==> src/rtl/dual_bus_xcvr_pkg.sv <==
package dual_bus_xcvr_pkg;
  typedef struct packed {
    logic loadAtoB;
    logic loadBtoA;
    logic driveA;
    logic driveB;
    logic storedToB;
    logic storedToA;
  } xcvrStrobes_t;
endpackage

==> src/rtl/dual_bus_xcvr_ctrl.sv <==
module dual_bus_xcvr_ctrl
  import dual_bus_xcvr_pkg::*;
(
  input  logic         clk,
  input  logic         rstN,
  input  logic         outEnN,
  input  logic         dirAtoB,
  input  logic         selStoredB,
  input  logic         selStoredA,
  input  logic         clkAtoB,
  input  logic         clkBtoA,
  output xcvrStrobes_t strobes
);
  localparam int NumChan = 2;

  logic [NumChan-1:0] capLevel;
  logic [NumChan-1:0] capPrev;
  logic [NumChan-1:0] capRise;

  assign capLevel = {clkBtoA, clkAtoB};

  // Edge detectors; the previous level tracks even in reset so that a
  // strobe sitting high through reset does not count as a new edge.
  for (genvar ch = 0; ch < NumChan; ch++) begin : g_edge
    always_ff @(posedge clk) begin
      capPrev[ch] <= capLevel[ch];
    end
    assign capRise[ch] = capLevel[ch] & ~capPrev[ch];
  end

  logic outputsOn;
  assign outputsOn = rstN & ~outEnN;

  always_comb begin
    strobes           = '0;
    strobes.loadAtoB  = rstN & capRise[0];
    strobes.loadBtoA  = rstN & capRise[1];
    strobes.driveB    = outputsOn & dirAtoB;
    strobes.driveA    = outputsOn & ~dirAtoB;
    strobes.storedToB = selStoredB;
    strobes.storedToA = selStoredA;
  end

  assert_edge_ab_R8: assert property (@(posedge clk) disable iff (!rstN)
    strobes.loadAtoB |-> (clkAtoB && !$past(clkAtoB)));
  assert_edge_ba_R9: assert property (@(posedge clk) disable iff (!rstN)
    strobes.loadBtoA |-> (clkBtoA && !$past(clkBtoA)));
endmodule

==> src/rtl/dual_bus_xcvr_dp.sv <==
module dual_bus_xcvr_dp
  import dual_bus_xcvr_pkg::*;
#(
  parameter int WIDTH = 8
) (
  input  logic             clk,
  input  logic             rstN,
  input  xcvrStrobes_t     strobes,
  input  logic [WIDTH-1:0] aIn,
  input  logic [WIDTH-1:0] bIn,
  output logic [WIDTH-1:0] aOut,
  output logic             aOe,
  output logic [WIDTH-1:0] bOut,
  output logic             bOe
);
  logic [WIDTH-1:0] regAtoB;
  logic [WIDTH-1:0] regBtoA;

  always_ff @(posedge clk) begin
    if (!rstN) begin
      regAtoB <= '0;
      regBtoA <= '0;
    end else begin
      if (strobes.loadAtoB) regAtoB <= aIn;
      if (strobes.loadBtoA) regBtoA <= bIn;
    end
  end

  logic [WIDTH-1:0] srcToB;
  logic [WIDTH-1:0] srcToA;

  assign srcToB = strobes.storedToB ? regAtoB : aIn;
  assign srcToA = strobes.storedToA ? regBtoA : bIn;

  assign bOe  = strobes.driveB;
  assign aOe  = strobes.driveA;
  assign bOut = strobes.driveB ? srcToB : '0;
  assign aOut = strobes.driveA ? srcToA : '0;

  assert_load_ab_R8: assert property (@(posedge clk) disable iff (!rstN)
    strobes.loadAtoB |=> (regAtoB == $past(aIn)));
  assert_hold_ab_R8: assert property (@(posedge clk) disable iff (!rstN)
    !strobes.loadAtoB |=> $stable(regAtoB));
  assert_load_ba_R9: assert property (@(posedge clk) disable iff (!rstN)
    strobes.loadBtoA |=> (regBtoA == $past(bIn)));
  assert_hold_ba_R9: assert property (@(posedge clk) disable iff (!rstN)
    !strobes.loadBtoA |=> $stable(regBtoA));
endmodule

==> src/rtl/dual_bus_xcvr.sv <==
module dual_bus_xcvr
  import dual_bus_xcvr_pkg::*;
#(
  parameter int WIDTH = 8
) (
  input  logic             clk,
  input  logic             rstN,
  input  logic             outEnN,
  input  logic             dirAtoB,
  input  logic             selStoredB,
  input  logic             selStoredA,
  input  logic             clkAtoB,
  input  logic             clkBtoA,
  input  logic [WIDTH-1:0] aIn,
  output logic [WIDTH-1:0] aOut,
  output logic             aOe,
  input  logic [WIDTH-1:0] bIn,
  output logic [WIDTH-1:0] bOut,
  output logic             bOe
);
  xcvrStrobes_t strobes;

  dual_bus_xcvr_ctrl u_ctrl (
    .clk        (clk),
    .rstN       (rstN),
    .outEnN     (outEnN),
    .dirAtoB    (dirAtoB),
    .selStoredB (selStoredB),
    .selStoredA (selStoredA),
    .clkAtoB    (clkAtoB),
    .clkBtoA    (clkBtoA),
    .strobes    (strobes)
  );

  dual_bus_xcvr_dp #(.WIDTH(WIDTH)) u_dp (
    .clk     (clk),
    .rstN    (rstN),
    .strobes (strobes),
    .aIn     (aIn),
    .bIn     (bIn),
    .aOut    (aOut),
    .aOe     (aOe),
    .bOut    (bOut),
    .bOe     (bOe)
  );

  assert_excl_R11: assert property (@(posedge clk) disable iff (!rstN)
    !(aOe && bOe));
  assert_iso_R2: assert property (@(posedge clk) disable iff (!rstN)
    outEnN |-> (!aOe && !bOe));
  assert_quiet_a_R12: assert property (@(posedge clk) disable iff (!rstN)
    !aOe |-> (aOut == '0));
  assert_quiet_b_R12: assert property (@(posedge clk) disable iff (!rstN)
    !bOe |-> (bOut == '0));
  assert_reset_R1: assert property (@(posedge clk)
    !rstN |-> (!aOe && !bOe));
endmodule

==> config.mk <==
export PLATFORM = sky130hd
export DESIGN_NAME = dual_bus_xcvr
export DESIGN_NICKNAME = d
export VERILOG_FILES = /design/src/rtl/dual_bus_xcvr_pkg.sv /design/src/rtl/dual_bus_xcvr_ctrl.sv /design/src/rtl/dual_bus_xcvr_dp.sv /design/src/rtl/dual_bus_xcvr.sv
export SDC_FILE = /design/constraint.sdc
export NUM_CORES = 1
export LEC_CHECK = 0
export BUFFER_PORTS_ARGS = -buffer_cell sky130_fd_sc_hd__buf_4
export CAP_MARGIN = 10
export CORE_AREA = 2 2 65 67
export CTS_CLUSTER_DIAMETER = 100
export DETAILED_ROUTE_END_ITERATION = 10
export DIE_AREA = 0 0 67 69
export GPL_ROUTABILITY_DRIVEN = 0
export PLACE_DENSITY_LB_ADDON = 0.12
export SLEW_MARGIN = 20
export SYNTH_ARGS = -nofsm -noshare
export SYNTH_HDL_FRONTEND = slang
export SYNTH_SLANG_ARGS = --single-unit
==> constraint.sdc <==
create_clock -name clk -period 1.2 [get_ports clk]
set_input_delay 0.06 -clock clk [delete_from_list [all_inputs] [get_ports clk]]
set_output_delay 0.06 -clock clk [all_outputs]
set_load 0.02 [all_outputs]
# Word level (Yosys, flattened, before mapping)
# Index checks and enable logic that the tools add are counted.
[classes] muxes=4 n_bitwise=11
[ops] operator="2-to-1 mux 8 bit" n=4
[ops] operator="AND 1 bit" n=7
[ops] operator="inverter 1 bit" n=4
[word_totals] ff_bits=18 out_inout_bits=18 elab_cells=19

# Longest topological paths before layout
# Gate-level depths: netlist (run 1).
[depth] word_depth=4 depth_mapped=4

# By module
# Synthesis (run 1) repeated with hierarchy kept, for this count alone.
[hier_totals] hier_cells=95 hier_area_um2=999.7
[modules_own_cells] mod="dual_bus_xcvr_dp" instances=1 cells_each=87 area_per_inst_um2=905.9
[modules_own_cells] mod="dual_bus_xcvr_ctrl" instances=1 cells_each=8 area_per_inst_um2=93.8

# Least setup slack after synthesis (run 1)
# No wires, ideal clock.
[synth_timing] path_kind="in2out" startpoint="in rstN" endpoint="out aOut[0]" arrival_ps=964 path_slack_ps=176 stages=4 n_path_buf=2 path_cell_list="buf_4 -> or3b_1 -> buf_2 -> nor2_1"
[synth_via] elab_chain_len=3
[synth_lines] item="from (decl)" line="dual_bus_xcvr.sv:7" rtl="input logic rstN,"
[synth_lines] item="AND 1 bit" line="dual_bus_xcvr_ctrl.sv:32" rtl="assign outputsOn = rstN & ~outEnN;"
[synth_lines] item="AND 1 bit" line="dual_bus_xcvr_ctrl.sv:39" rtl="strobes.driveA = outputsOn & ~dirAtoB;"
[synth_lines] item="2-to-1 mux 8 bit" line="dual_bus_xcvr_dp.sv:38" rtl="assign aOut = strobes.driveA ? srcToA : '0;"
[synth_lines] item="to (decl)" line="dual_bus_xcvr.sv:15" rtl="output logic [WIDTH-1:0] aOut,"
# No other way between the ends.

# Worst setup path in the final report (run 1)
[layout_timing] startpoint="in rstN" endpoint="out bOut[2]"
[layout_via] elab_chain_len=3
[layout_lines] item="AND 1 bit" line="dual_bus_xcvr_ctrl.sv:32"
[layout_lines] item="AND 1 bit" line="dual_bus_xcvr_ctrl.sv:38" rtl="strobes.driveB = outputsOn & dirAtoB;"
[layout_lines] item="2-to-1 mux 8 bit" line="dual_bus_xcvr_dp.sv:37" rtl="assign bOut = strobes.driveB ? srcToB : '0;"
[layout_lines] item="to (decl)" line="dual_bus_xcvr.sv:18" rtl="output logic [WIDTH-1:0] bOut,"
# No other way between the ends.

==> impl_metrics.tcl, run 1 <==
set metrics [dict create \
    status "complete, no violations" \
    clkSlewWorstSetupHoldPaths_ns 0.07 \
    cp-start-kind "input port" \
    ys_seq_area_frac 0.3835 \
    drt-total-wl_mm 2.125 \
    worst_path_largest_cell_delay_ns 0.32 \
    layout-drive-gt1-share 0.3161 \
    hold_start "bIn[2]" \
    use_met2 0.1672 \
    rows 23 \
    slew_headroom 0.7328 \
    grt_start_max_net_pins 18 \
    path_cells "buf_4 > buf_4 > nand3b_1 > nor2_1 > buf_4" \
    cp.arrival_ns 1.03 \
    hold_viol 0 \
    cpMostUsedCell "buf_4" \
    grt_pass1_vias 828 \
    cp-end-kind "output port" \
    grt.total_usage 0.09677 \
    leakage_nw 0.6627 \
    cts_tree "built" \
    ys_types 13 \
    synth_top_area_frac 0.3835 \
    crit_type "in2out" \
    ios 42 \
    synthCells 113 \
    yosysTopAreaCell "dfxtp_1" \
    fin_nets 180 \
    grt_antenna_before_repair 0 \
    slew_viol_final 0 \
    cts_sinks 18 \
    fin_crit_ns 1.092 \
    crit_family "simple AND/OR/NAND/NOR gates" \
    startpoint "rstN" \
    worst_slew_pin_slew_ns 0.3996 \
    ys_warn_count 0 \
    max_freq_mhz 916.0 \
    viasPerCell 4.229 \
    cp_num_buf_inv 3 \
    mostFrequentLayoutCell "buf_4" \
    mostFrequentLayoutCells "45 x buf_4, 32 x mux2i_1, 32 x nand2_1" \
    finalInstanceArea_sq_um 1373 \
    port-buffer-count 41 \
    final_antenna_net_count 0 \
    htreeDepth 1 \
    timing.rr.start "u_ctrl.capPrev[1]" \
    die_h_um 69 \
    fin_crit_sh 0.9098 \
    grt_util_met3 0.04078 \
    numCtsBuffers 3 \
    cap_viol_max_count 0 \
    setup-violations-final 0 \
    crit_fanout 17 \
    drtIter0Drc 14 \
    die_w_um 67 \
    synth_area_sq_um 939.7 \
    placed_area_sq_um 1297 \
    syn_nets 137 \
    fin_tns_setup_ns 0 \
    synthTopCellsByArea "dfxtp_1 38%, mux2i_1 34%, nand2_1 13%" \
    cts-resized-gates 0 \
    start_util 0.2401 \
    firstDrtPassIters 3 \
    area_delta_synth_final_pct 46.07 \
    r2r_slack_ns 0.33 \
    power_density_nw_per_um2 1017 \
    ys_ff_latch 18 \
    fin_worst_skew_ns 0.0006195 \
    use_met1 0.1085 \
    rsz0062_at_grt "no" \
    cp_slowest_cell "nand3b_1" \
    fill_cells 445 \
    die_area_sq_um 4623 \
    clk_latency_ns 0.25 \
    antennaDiodeCount 0 \
    grt_busiest_layer "met2" \
    vdd_drop_max_uv 630.8 \
    num_vias 867 \
    cp_data_required_time_ns 1.14 \
    place_hpwl_mm 1.629 \
    clock_path_buffers 2 \
    gr-total-overflow 0 \
    grt_pass1_wl_mm 3.539 \
    synth.avg_cell_area_sq_um 8.315 \
    clockRootBuffer "clkbuf_8" \
    core-area_sq_um 3914 \
    drc 0 \
    hold_class "in2reg" \
    routedWlPerCell_um 10.37 \
]
-- power breakdown --
part           leakage (nW)  switching, mW  internal [mW]
registers             0.148         0.0135          0.629
clock network        0.0288          0.206          0.292
logic                 0.486          0.120          0.136
-- layout make-up --
cell class                 count  area, sq um  share of cell area
tap                           50        62.56             0.04558
sequential                    18        360.3              0.2625
multi-input combinational     84        529.3              0.3856
inverter                       2        7.507            0.005469
timing repair buffer          47        357.8              0.2607
clock buffer                   4        55.05             0.04011
-- tightest hold or removal path, cell delays in order --
cell	delay [ns]
buf_4	0.11
nand2_1	0.05
mux2i_1	0.05
-- what timing repair did --
action	CTS	global route
setup endpoints to repair	0	1
hold buffers	2	0
buffers inserted	0	0
endpoints found under the hold margin	2	0
-- cell usage after synthesis (all sizes together) --
cell and number:
mux2i 32, nor2b 2, nor2 16, dfxtp 18, or3b 1, nand2 32
clkbuf 4, nand3b 1, inv 2, buf 5
-- per-stage QoR --
stage                 util  setup WS [ns]  hold slack [ns]  power (mW)  cells
floorplan                -         0.1759          0.08772      0.8008    113
global placement    0.3315        0.09648           0.1712      0.9074    199
detailed placement  0.3315        0.07953           0.1752      0.9112    199
CTS                 0.3507        0.07931          0.05649       1.423    205
global route        0.3507       0.002639          0.05793       1.484    205
finish              0.3507         0.1083          0.06375       1.396    205
-- flip-flops by register name, summed over array words and instances (netlist names) --
| name | flops |
|---|---|
| u_ctrl.capPrev | 2 |
| u_dp.regBtoA | 8 |
| u_dp.regAtoB | 8 |
-- final timing paths --
kind                                        end  depth (start not counted)
worst max-delay path                    bOut[2]                          5
worst min-delay path            u_dp.regBtoA[2]                          3
worst max register to register  u_dp.regBtoA[6]                          3
worst min register to register  u_dp.regBtoA[2]                          2
-- metal layers --
metal  up-vias  part of all wire
met5         -                 0
met4         0            0.0033
met3         3             0.093
met2        31              0.50
met1       386              0.40
li1        447                 -
-- kinds of logic (layout without fill, tap and decap cells) --
family        after synthesis  in the layout  synth area share
simple gates               52             52            0.2224
mux                        32             32            0.3409
flops                      18             18            0.3835
buf+inv                    11             53           0.05325
Note: power is estimated with default switching activity, not from simulation.
==> inputs of run 2 (changes only) <==
clock period = 0.9 ns   (was 1.2 ns; I/O delays follow)
==> impl_metrics.tcl, run 2 (synthesis results as in run 1) <==
set metrics [dict create \
    rows 23 \
    die_w_um 67 \
    firstDrtPassIters 4 \
    routedWlPerCell_um 11.20 \
    rsz0062_at_grt "yes" \
    cp-end-kind "output port" \
    crit_type "in2out" \
    worst_path_largest_cell_delay_ns 0.41 \
    htreeDepth 1 \
    gr-total-overflow 0 \
    use_met1 0.1235 \
    cp_slowest_cell "or3b_4" \
    mostFrequentLayoutCell "buf_4" \
    cp_data_required_time_ns 0.85 \
    path_cells "buf_6 > or3b_4 > buf_8 > nor2_2 > buf_4" \
    use_met2 0.1749 \
    layout_setup_ws_ns -0.09436 \
    fin_tns_setup_ns -0.9988 \
    layout-drive-gt1-share 0.5250 \
    power_mw 1.968 \
    reg_top3 "u_dp.regAtoB x8, u_dp.regBtoA x8, u_ctrl.capPrev x2" \
    grt_pass1_vias 847 \
    fin_crit_ns 0.9944 \
    grt_start_max_net_pins 19 \
    grt_util_met3 0.04241 \
    cts_sinks 18 \
    hold_class "in2reg" \
    slew_viol_final 0 \
    clk_latency_ns 0.25 \
    power_density_nw_per_um2 1248 \
    antennaDiodeCount 0 \
    mostFrequentLayoutCells "35 x buf_4, 32 x nand2_1, 25 x mux2i_1" \
    grt.total_usage 0.1043 \
    cp.arrival_ns 0.95 \
    grt_pass1_wl_mm 3.829 \
    slew_headroom 0.8581 \
    worst_slew_pin_slew_ns 0.2128 \
    ios 42 \
    drtIter0Drc 13 \
    status "finished with violations" \
    clkSlewWorstSetupHoldPaths_ns 0.07 \
    fin_crit_sh 1.105 \
    violations "setup timing" \
    grt_busiest_layer "met2" \
    clock_path_buffers 2 \
    port-buffer-count 41 \
    die_area_sq_um 4623 \
    reg2reg_depth 3 \
    die_h_um 69 \
    viasPerCell 4.257 \
    cp-start-kind "input port" \
    drc 0 \
    fin_nets 185 \
    vdd_drop_max_uv 817.7 \
    drt-total-wl_mm 2.353 \
    numCtsBuffers 3 \
    hold_viol 0 \
    start_util 0.2401 \
    core-area_sq_um 3914 \
    cts_tree "built" \
    max_freq_mhz 1006 \
    setup-violations-final 16 \
    final_antenna_net_count 0 \
    fill_cells 402 \
    cap_viol_max_count 0 \
    leakage_nw 0.6984 \
    fin_worst_skew_ns 0.0008231 \
    place_hpwl_mm 1.685 \
    num_vias 894 \
    hold_depth 3 \
    grt_antenna_before_repair 0 \
    area_delta_synth_final_pct 67.91 \
    crit_fanout 5 \
    clockRootBuffer "clkbuf_8" \
]
[run 2: worst paths after layout]
kind / slack [ns] / to / start
min: 0.04 / u_dp.regAtoB[1] / aIn[1]
max: -0.09 / aOut[5] / dirAtoB
max reg2reg: 0.02 / u_dp.regAtoB[6] / u_ctrl.capPrev[0]
min reg2reg: 0.46 / u_dp.regAtoB[5] / u_dp.regAtoB[5]
[run 2: layout make-up]
class	instances	area (sq um)	area share
sequential	18	375.4	0.2379
multi-input combinational	84	621.8	0.3941
timing repair buffer	52	455.4	0.2887
clock buffer	4	55.05	0.03489
inverter	2	7.507	0.004758
tap	50	62.56	0.03965
[run 2: where the power goes]
part           internal [mW]  switching [mW]
combinational          0.237           0.193
sequential             0.844          0.0237
clock                  0.389           0.282
total                   1.47           0.499
[run 2: layer usage]
| layer | routed length (um) | up-vias |
|---|---|---|
| met5 | 0 | - |
| met4 | 0 | 0 |
| met3 | 191 | 0 |
| met2 | 1153 | 30 |
| met1 | 1008 | 402 |
| li1 | - | 462 |
[run 2: what timing repair did]
action                     in CTS  in global routing
hold endpoints to repair        2                  0
cloned                          1                  0
pin swaps                       0                  2
resized for setup              18                 27
setup endpoints to repair      18                 29
buffers inserted                1                  1
hold buffers                    2                  0
[run 2: worst max-delay path: cells and delay by family]
kind	cells	cell delay (ns)
and+or+nand+nor	2	0.51
buffers and inverters	3	0.39
[run 2: stage by stage]
stage / utilization / hold slack, ns / cells / setup WS [ns] / instance area, sq um
2_1_floorplan: - / 0.07272 / 113 / -0.04881 / 959.7
3_3_place_gp: 0.3405 / 0.1570 / 201 / -0.1096 / 1333
3_5_place_dp: 0.3405 / 0.1589 / 201 / -0.1399 / 1333
4_1_cts: 0.3766 / 0.03923 / 209 / -0.1104 / 1474
5_1_grt: 0.4031 / 0.03930 / 210 / -0.1444 / 1578
6_report: 0.4031 / 0.04440 / 210 / -0.09436 / 1578
==> inputs of run 3 (changes only) <==
clock period = 1.1 ns   (was 0.9 ns; I/O delays follow)
==> impl_metrics.tcl, run 3 (synthesis results as in run 1) <==
set metrics [dict create \
    p_int_mw 1.155 \
    antennaDiodeCount 0 \
    pwr-share-comb 0.186 \
    clkPwrFrac 0.355 \
    grt_pass1_wl_mm 3.532 \
    slew_headroom 0.8021 \
    start_util 0.2401 \
    cap_viol_max_count 0 \
    drc 0 \
    port-buffer-count 41 \
    numCtsBuffers 3 \
    status "complete, no violations" \
    fin_hold_ws_ns 0.05999 \
    grt_pass1_vias 800 \
    hold_viol 0 \
    reg2reg_depth 3 \
    cp-start-kind "input port" \
    r2r_slack_ns 0.24 \
    cp-endpoint "u_dp.regAtoB[4]" \
    place_hpwl_mm 1.617 \
    max_freq_mhz 993.7 \
    htreeDepth 1 \
    viasPerCell 4.220 \
    cp-end-kind "flop" \
    timing.rr.start "u_ctrl.capPrev[0]" \
    core-area_sq_um 3914 \
    switching_share 0.2439 \
    fin_nets 180 \
    fin_worst_skew_ns 0.001637 \
    cts_tree "built" \
    setup-violations-final 0 \
    p_sw_mw 0.3725 \
    grt.total_usage 0.09914 \
    final_antenna_net_count 0 \
    fin_util 0.3529 \
    fin_crit_sh 0.9148 \
    leakage_nw 0.6649 \
    drtIter0Drc 25 \
    grt_antenna_before_repair 0 \
    rows 23 \
    fin_crit_ns 1.006 \
    clkSlewWorstSetupHoldPaths_ns 0.07 \
    gr-total-overflow 0 \
    crit_type "in2reg" \
    power_frac_seq 0.459 \
    reg_top3 "u_dp.regAtoB x8, u_dp.regBtoA x8, u_ctrl.capPrev x2" \
    drt-total-wl_mm 2.207 \
    slew_viol_final 0 \
    worst_slew_pin_slew_ns 0.2969 \
    grt_start_max_net_pins 33 \
    startpoint "clkAtoB" \
    clock_path_buffers 2 \
    firstDrtPassIters 4 \
    mostFrequentLayoutCells "44 x buf_4, 32 x mux2i_1, 32 x nand2_1" \
    power_density_nw_per_um2 1106 \
    reg2reg_to "u_dp.regAtoB[4]" \
    routedWlPerCell_um 10.77 \
    clk_latency_ns 0.25 \
    cp_data_required_time_ns 1.29 \
    cp.arrival_ns 1.19 \
    layout-drive-gt1-share 0.3290 \
    ios 42 \
    num_vias 865 \
    hold_class "in2reg" \
    rsz0062_at_grt "no" \
    die_area_sq_um 4623 \
    clockRootBuffer "clkbuf_8" \
    mostFrequentLayoutCell "buf_4" \
    area_delta_synth_final_pct 47.00 \
    die_w_um 67 \
    die_h_um 69 \
    crit_fanout 8 \
    layout_setup_ws_ns 0.09367 \
    fin_tns_setup_ns 0 \
    cts_sinks 18 \
    pre_cts_slack_ns -0.03182 \
    vdd_drop_max_uv 413.7 \
]
run 3: per-stage QoR:
step | cells | power (mW) | area [sq um]
3_3_place_gp | 198 | 0.9864 | 1290
5_1_grt | 205 | 1.611 | 1381
2_1_floorplan | 113 | 0.8736 | 939.7
3_5_place_dp | 198 | 0.9928 | 1290
6_report | 205 | 1.527 | 1381
4_1_cts | 204 | 1.551 | 1368
run 3: area by class of cell:
cell class                      instances  area, sq um
Clock buffer                            4        55.05
Fill cell                             437         2532
Inverter                                2        7.507
Multi-Input combinational cell         84        534.3
Sequential cell                        18        360.3
Tap cell                               50        62.56
Timing Repair Buffer                   47        361.6
run 3: timing repair:
action | 4_1_cts | 5_1_grt
hold buffers | 2 | 0
setup endpoints to repair | 2 | 6
buffers inserted | 0 | 1
resized for setup | 1 | 2
hold endpoints to repair | 2 | 0
run 3: layer usage:
layer	part of all wire	wire length (um)	track usage	vias to the layer above
li1	-	-	-	447
met1	0.41	912	0.1128	384
met2	0.49	1081	0.1683	30
met3	0.084	186	0.02936	4
met4	0.012	27	0.04082	0
met5	0	0	0	-
run 3: how the worst min path moves through the flow:
stage	startpoint	end	slack (ns)	cells after the start
after floorplan	clkAtoB	u_ctrl.capPrev[0]	0.08	0
after global placement	clkAtoB	u_ctrl.capPrev[0]	0.17	1
after detailed placement	clkAtoB	u_ctrl.capPrev[0]	0.17	1
after CTS	aIn[6]	u_dp.regAtoB[6]	0.05	3
after global routing	aIn[5]	u_dp.regAtoB[5]	0.05	3
final	aIn[6]	u_dp.regAtoB[6]	0.06	3
run 3: power by group through the flow:
stage               clock [mW]  combinational (mW)  sequential, mW
global placement             0               0.272           0.714
detailed placement           0               0.277           0.716
CTS                      0.565               0.285           0.701
global route             0.594               0.312           0.705
finish                   0.542               0.284           0.701
floorplan                    0               0.162           0.712
run 3: worst max-delay path: stages:
cell and delay [ns]:
dlygate4sd3_1 0.53, buf_4 0.10, nor2b_1 0.12, buf_4 0.20, mux2i_1 0.19
